**src/rtl/clipped_noise_thresh_pkg.sv**
```systemverilog
package clipped_noise_thresh_pkg;
    typedef enum logic {
        PH_LEARN = 1'b0,
        PH_TRACK = 1'b1
    } ch_phase_e;
endpackage

```
**src/rtl/cnt_chan_bank.sv**
```systemverilog
module cnt_chan_bank
    import clipped_noise_thresh_pkg::*;
#(
    parameter int NUM_CH = 32,
    parameter int CH_W   = 5,
    parameter int CNT_W  = 6,
    parameter int ACC_W  = 26,
    parameter int EST_W  = 21
) (
    input  logic             clk,
    input  logic             rst_n,
    input  logic [CH_W-1:0]  rd_ch,
    output ch_phase_e        rd_phase,
    output logic [CNT_W-1:0] rd_cnt,
    output logic [ACC_W-1:0] rd_acc,
    output logic [EST_W-1:0] rd_est,
    input  logic             wr_en,
    input  logic [CH_W-1:0]  wr_ch,
    input  ch_phase_e        wr_phase,
    input  logic [CNT_W-1:0] wr_cnt,
    input  logic [ACC_W-1:0] wr_acc,
    input  logic [EST_W-1:0] wr_est
);
    ch_phase_e        phase_q [NUM_CH];
    logic [CNT_W-1:0] cnt_q   [NUM_CH];
    logic [ACC_W-1:0] acc_q   [NUM_CH];
    logic [EST_W-1:0] est_q   [NUM_CH];

    always_ff @(posedge clk) begin
        if (!rst_n) begin
            for (int i = 0; i < NUM_CH; i++) begin
                phase_q[i] <= PH_LEARN;
                cnt_q[i]   <= '0;
                acc_q[i]   <= '0;
                est_q[i]   <= '0;
            end
        end else if (wr_en) begin
            phase_q[wr_ch] <= wr_phase;
            cnt_q[wr_ch]   <= wr_cnt;
            acc_q[wr_ch]   <= wr_acc;
            est_q[wr_ch]   <= wr_est;
        end
    end

    assign rd_phase = phase_q[rd_ch];
    assign rd_cnt   = cnt_q[rd_ch];
    assign rd_acc   = acc_q[rd_ch];
    assign rd_est   = est_q[rd_ch];
endmodule

```
**src/rtl/cnt_winsor_math.sv**
```systemverilog
module cnt_winsor_math
    import clipped_noise_thresh_pkg::*;
#(
    parameter int DATA_W     = 20,
    parameter int WIN_LOG2   = 6,
    parameter int FRAC_BITS  = 6,
    parameter int FACT_FIRST = 80,
    parameter int FACT_LATER = 101,
    parameter int ACC_W      = 26,
    parameter int EST_W      = 21
) (
    input  ch_phase_e         phase,
    input  logic [DATA_W-1:0] sample,
    input  logic [ACC_W-1:0]  acc,
    input  logic [EST_W-1:0]  est,
    output logic [ACC_W-1:0]  sum_next,
    output logic [EST_W-1:0]  est_from_sum
);
    localparam int FACT_W = $clog2(FACT_LATER + 1);
    localparam int MEAN_W = ACC_W - WIN_LOG2;
    localparam int PROD_W = MEAN_W + FACT_W;

    logic [DATA_W-1:0] clip_val;
    logic [MEAN_W-1:0] mean;
    logic [FACT_W-1:0] factor;
    logic [PROD_W-1:0] prod;

    always_comb begin
        unique case (phase)
            PH_LEARN: begin
                clip_val = sample;
                factor   = FACT_W'(FACT_FIRST);
            end
            PH_TRACK: begin
                clip_val = ({1'b0, sample} > EST_W'(est)) ? DATA_W'(est) : sample;
                factor   = FACT_W'(FACT_LATER);
            end
            default: begin
                clip_val = sample;
                factor   = FACT_W'(FACT_FIRST);
            end
        endcase
        sum_next     = acc + ACC_W'(clip_val);
        mean         = sum_next[ACC_W-1:WIN_LOG2];
        prod         = PROD_W'(mean) * PROD_W'(factor);
        est_from_sum = EST_W'(prod >> FRAC_BITS);
    end
endmodule

```
**src/rtl/clipped_noise_thresh.sv**
```systemverilog
module clipped_noise_thresh
    import clipped_noise_thresh_pkg::*;
#(
    parameter int NUM_CH     = 32,
    parameter int DATA_W     = 20,
    parameter int WIN_LOG2   = 6,
    parameter int THR_MULT   = 5,
    parameter int FACT_FIRST = 80,
    parameter int FACT_LATER = 101,
    parameter int CH_W       = (NUM_CH > 1) ? $clog2(NUM_CH) : 1,
    parameter int THR_W      = DATA_W + 1 + $clog2(THR_MULT + 1)
) (
    input  logic              clk,
    input  logic              rst_n,
    input  logic              in_valid,
    input  logic [CH_W-1:0]   in_ch,
    input  logic [DATA_W-1:0] in_energy,
    output logic              out_valid,
    output logic [CH_W-1:0]   out_ch,
    output logic [THR_W-1:0]  out_threshold,
    output logic              out_spike
);
    localparam int CNT_W     = WIN_LOG2;
    localparam int ACC_W     = DATA_W + WIN_LOG2;
    localparam int EST_W     = DATA_W + 1;
    localparam int FRAC_BITS = 6;

    ch_phase_e        cur_phase, nxt_phase;
    logic [CNT_W-1:0] cur_cnt, nxt_cnt;
    logic [ACC_W-1:0] cur_acc, nxt_acc, sum_next;
    logic [EST_W-1:0] cur_est, nxt_est, est_from_sum;
    logic             win_done;
    logic [THR_W-1:0] cur_thr;
    logic             cur_spike;

    cnt_chan_bank #(
        .NUM_CH(NUM_CH), .CH_W(CH_W), .CNT_W(CNT_W), .ACC_W(ACC_W), .EST_W(EST_W)
    ) bank_i (
        .clk(clk), .rst_n(rst_n),
        .rd_ch(in_ch), .rd_phase(cur_phase), .rd_cnt(cur_cnt),
        .rd_acc(cur_acc), .rd_est(cur_est),
        .wr_en(in_valid), .wr_ch(in_ch), .wr_phase(nxt_phase),
        .wr_cnt(nxt_cnt), .wr_acc(nxt_acc), .wr_est(nxt_est)
    );

    cnt_winsor_math #(
        .DATA_W(DATA_W), .WIN_LOG2(WIN_LOG2), .FRAC_BITS(FRAC_BITS),
        .FACT_FIRST(FACT_FIRST), .FACT_LATER(FACT_LATER),
        .ACC_W(ACC_W), .EST_W(EST_W)
    ) math_i (
        .phase(cur_phase), .sample(in_energy), .acc(cur_acc), .est(cur_est),
        .sum_next(sum_next), .est_from_sum(est_from_sum)
    );

    // Next-state logic for the channel addressed this cycle
    always_comb begin
        win_done  = (cur_cnt == {CNT_W{1'b1}});
        nxt_cnt   = cur_cnt + 1'b1;
        nxt_acc   = win_done ? '0 : sum_next;
        nxt_est   = win_done ? est_from_sum : cur_est;
        nxt_phase = cur_phase;
        cur_thr   = '0;
        cur_spike = 1'b0;
        unique case (cur_phase)
            PH_LEARN: begin
                if (win_done) nxt_phase = PH_TRACK;   // LEARN_DONE
            end
            PH_TRACK: begin
                nxt_phase = PH_TRACK;                 // TRACK_ROLL
                cur_thr   = THR_W'(cur_est) * THR_W'(THR_MULT);
                cur_spike = THR_W'(in_energy) > cur_thr;
            end
            default: nxt_phase = PH_LEARN;
        endcase
    end

    // Output register
    always_ff @(posedge clk) begin
        if (!rst_n) begin
            out_valid     <= 1'b0;
            out_ch        <= '0;
            out_threshold <= '0;
            out_spike     <= 1'b0;
        end else begin
            out_valid     <= in_valid;
            out_ch        <= in_valid ? in_ch : out_ch;
            out_threshold <= in_valid ? cur_thr : out_threshold;
            out_spike     <= in_valid & cur_spike;
        end
    end
endmodule

```
**config.mk**
```make
export PLATFORM = sky130hd
export DESIGN_NAME = clipped_noise_thresh
export DESIGN_NICKNAME = d
export VERILOG_FILES = /design/src/rtl/clipped_noise_thresh_pkg.sv /design/src/rtl/cnt_chan_bank.sv /design/src/rtl/cnt_winsor_math.sv /design/src/rtl/clipped_noise_thresh.sv
export SDC_FILE = /design/constraint.sdc
export NUM_CORES = 2
export LEC_CHECK = 0
export ABC_AREA = 1
export BUFFER_PORTS_ARGS = -buffer_cell sky130_fd_sc_hd__clkbuf_2
export CAP_MARGIN = 20
export CORE_MARGIN = 1.5
export CORE_UTILIZATION = 35
export CTS_CLUSTER_SIZE = 30
export DETAILED_ROUTE_END_ITERATION = 8
export GPL_ROUTABILITY_DRIVEN = 0
export PLACE_DENSITY_LB_ADDON = 0.3
export SYNTH_ARGS = -nofsm -noshare
export SYNTH_HDL_FRONTEND = slang
export SYNTH_SLANG_ARGS = --single-unit
```
**constraint.sdc**
```tcl
create_clock -name clk -period 31.3 [get_ports clk]
set_input_delay 6.26 -clock clk [delete_from_list [all_inputs] [get_ports clk]]
set_output_delay 6.26 -clock clk [all_outputs]
set_load 0.02 [all_outputs]
```
==> metrics list <==
* Die Y-Extent: 483 um
- Counting the fill cells in the layout gives 21900.
- FFs w/ async S/R, synth: 0%
* Hold path startpoint: out_threshold[8]
* Area overhead of the layout relative to synthesis: 11.5%
* Clock-pin slew reported for the worst setup and hold paths after clock tree synthesis: 60 ps
* Largest net degree at the start of global routing: 186
- After routing the design area is 90000 um2.
* Critical register-to-register path endpoint: bank_i.est_q[3][16]
- STA classifies the critical path startpoint as a primary input.
- The detail route stage leaves a number of antenna-violating nets equal to 0.
- Standard-cell rows: 176
- For this run, the top clock speed supported by timing is 0.0527 GHz.
* Max Root-Sink Buffers: 3
* Setup fix buffers added after clock tree synthesis: 0
* Number of instances in the placed design: 9926
- Final period utilization: 60.6%
* Number of hold violations in the final report: 0
* Crit path max fanout: 81
- Setup repair after global routing left no endpoint under its margin.
* Number of global-route vias before repair: 58500
- Static power due to leakage: 32.4 nW
* Total iterations of the first detailed-routing run: 8
* Post-synthesis instance total: 7345
* Peak supply drop: 0.0000518 V
- The cell that appears most often on the critical path is nand2_1.
- Cell Area, Synth: 80800 um2
- Delay of the slowest cell on the worst path: 820 ps
- Number of cells traversed by the worst hold path: 2
* Min-Delay Endpoint: out_threshold[8]
* Placed wire-length estimate after detailed placement: 170000 um
* Clock net sink count: 1759
- For this design the total switching power over the nets is 1.92 mW.
- Number of synthesis warnings: 0
* Share of post-route cells with drive strength above 1: 9.92%
- 59 I/O pins were placed.
- The first global-routing pass estimated 442000 um of wire.
- Total negative slack: 0 ps
- Count of buffers from port buffering: 58
- The later pin in the worst-skew pair is clocked with a latency of 890 ps.
* Most used cells in the layout excluding fill and tap cells: 1766 x nor2_1, 1696 x edfxtp_1, 639 x nand3_1, 435 x nand2_1, 285 x o22ai_1
- The die covers 234000 um2.
- Across all register-to-register paths, the minimum setup slack is 19380 ps.
- Synthesized flop and latch total: 1759
- Clock skew after layout: 61.1 ps
- The tree is rooted in a clkbuf_16.
- The min-delay analysis places its worst path in the category reg2reg.
* Horizontal extent of the die: 483 um
- For this run, the register share of the synthesized area comes to 64.6%.
- Proportion of power drawn by the clock network: 34.4%
* Average size of a mapped cell: 11.0 um2
* Cell area reported after detailed placement: 84000 um2
* Required @ worst endpoint: 31860 ps
- Combinational logic burns 21.4% of the power.
- Via total after detailed routing: 62000
* Number of cells on the worst reg-to-reg path: 50
* Fraction of power spent switching nets: 31.7%
- TritonCTS clock tree: done
- Final max-slew violation count: 0
- Most frequent standard cell in the layout excluding fill and tap cells: nor2_1
- Critical R2R Launch: bank_i.est_q[28][2]
* Measured slew at the worst slew-check pin: 1220 ps
- The floorplan step defined a core boundary enclosing 230000 um2.
- The tool flagged a number of max-cap violations equal to 0.
- Standard cell with the maximum stage delay on the critical path: buf_4
- EDFF count, synth: 1696
- Areal power density over the cells: 67.3 nW/um2
- Crit Path Category: in2reg
- Combined global-route utilization of all metal layers: 26.3%
- DR vias/cell: 6.04
* Result of the run: finished clean
* CP arrival: 19530 ps
- Syn nets: 7577
- Predominant post-synthesis flop cell: edfxtp_1
* Critical path endpoint category: flip-flop
- Int Power: 4.14 mW
- After clock tree synthesis, the repair step resized 0 gates.
- After layout, the design draws a total of 6.06 mW.
- Wirelength per Cell: 30.7 um
* Total routed wirelength: 315000 um
- Initial antenna violation count: 7
- Post-route non-filler standard cell count: 10300
- H-tree level count: 4
- Max_slew headroom: 18.8%
* Worst Hold Margin: 475 ps
- Synthesis instantiated 56 different standard cells from the library.
- Setup violations remaining at the end of the flow were counted as 0.
* Minimum clock period: 18960 ps
- Starting Density: 35.2%
* Sequential fraction of design power: 44.2%
* Number of buffers inserted for hold repair after clock tree synthesis: 0
- Clock buffer count from CTS: 180
- The first routing iteration left 9952 violations.
- Gr ovfl total: 0
- In the routed design, unresolved DRC markers number 0.
- Final net count: 7331
## cell families (layout without fill, tap and decap cells)
kind of cell,after synthesis,in the layout,share of synthesized area (%)
simple gates,3135,3135,16.5
flops,1759,1759,64.6
compound gates,1269,1269,9.89
buf+inv,931,823,4.84
fa+ha+maj,204,204,3.62
xor+xnor,45,45,0.497
other cells,2,6,0.00930
## critical path, delay by kind of cell
family / cells / cell delay (ps)
XOR/XNOR: 1 / 300
adder cells (fa/ha/maj): 8 / 3010
AO/OA/AOI/OAI: 10 / 2390
AND/OR/NAND/NOR: 23 / 4600
buffers and inverters: 12 / 2740
## cell type report
cell class,instances,area [um2],area share (%)
flip-flops and latches,1759,52200,58.0
multi-input cells,4655,25200,28.0
clock buffers,239,4790,5.32
well taps,3026,3790,4.21
repair buffers,250,2300,2.56
inverters,253,967,1.07
clock inverters,81,763,0.848
diodes,4,10.0,0.0111
## routing by layer
metal	GRT usage (%)	wire length [um]	share of wire, %
met5	0	46	0.015
met4	12.2	16400	5.2
met3	6.06	38200	12
met2	41.5	144000	46
met1	34.2	117000	37
## worst max-delay path by stage
| stage | from | endpoint | slack (ps) | cells past startpoint |
|---|---|---|---|---|
| 4_1_cts | in_ch[0] | bank_i.est_q[28][20] | 12420 | 54 |
| 3_5_place_dp | in_ch[0] | bank_i.est_q[28][20] | 11540 | 54 |
| 6_report | in_ch[0] | bank_i.est_q[3][16] | 12340 | 54 |
| 5_1_grt | in_ch[0] | bank_i.est_q[0][16] | 11590 | 54 |
| 3_3_place_gp | in_ch[0] | bank_i.est_q[30][20] | 11650 | 54 |
| 2_1_floorplan | in_ch[1] | bank_i.est_q[26][15] | 15740 | 58 |
## cell usage after synthesis, types with 42 or more instances
cell type / number / share of area, %
clkbuf_1: 348 / 1.6
nand3_1: 640 / 4.0
buf_2: 234 / 1.4
dfxtp_1: 63 / 1.6
a22oi_1: 262 / 2.4
o21ai_0: 227 / 1.4
a31oi_1: 247 / 1.9
buf_1: 68 / 0.32
o22ai_1: 285 / 2.2
nor2_1: 1768 / 8.2
a21oi_1: 156 / 0.97
nand4_1: 42 / 0.33
inv_1: 232 / 1.1
fa_1: 49 / 1.2
nand2_1: 501 / 2.3
ha_1: 155 / 2.4
or2_2: 92 / 0.71
edfxtp_1: 1696 / 63
## stage by stage
| stage | worst slack, ps | utilization, % |
|---|---|---|
| final | 12340 | 39.2 |
| after global routing | 11590 | 39.2 |
| after detailed placement | 11540 | 36.6 |
| after floorplan | 15740 | - |
| after global placement | 11650 | 36.5 |
| after CTS | 12420 | 39.0 |
## power by group through the flow
| stage | Combinational, mW | Clock, mW | Sequential, mW |
|---|---|---|---|
| floorplan | 0.806 | 0 | 2.73 |
| global placement | 1.20 | 0 | 2.73 |
| detailed placement | 1.23 | 0 | 2.73 |
| CTS | 1.23 | 2.08 | 2.68 |
| global route | 1.40 | 2.17 | 2.69 |
| finish | 1.30 | 2.08 | 2.68 |
## sequential cells by signal, indices dropped and copies added, names as in the netlist
| name | flops |
|---|---|
| out_threshold | 24 |
| bank_i.est_q | 672 |
| out_valid | 1 |
| bank_i.cnt_q | 192 |
| out_ch | 5 |
| out_spike | 1 |
| bank_i.phase_q | 32 |
| bank_i.acc_q | 832 |
Power figures use the tool's default switching activity.
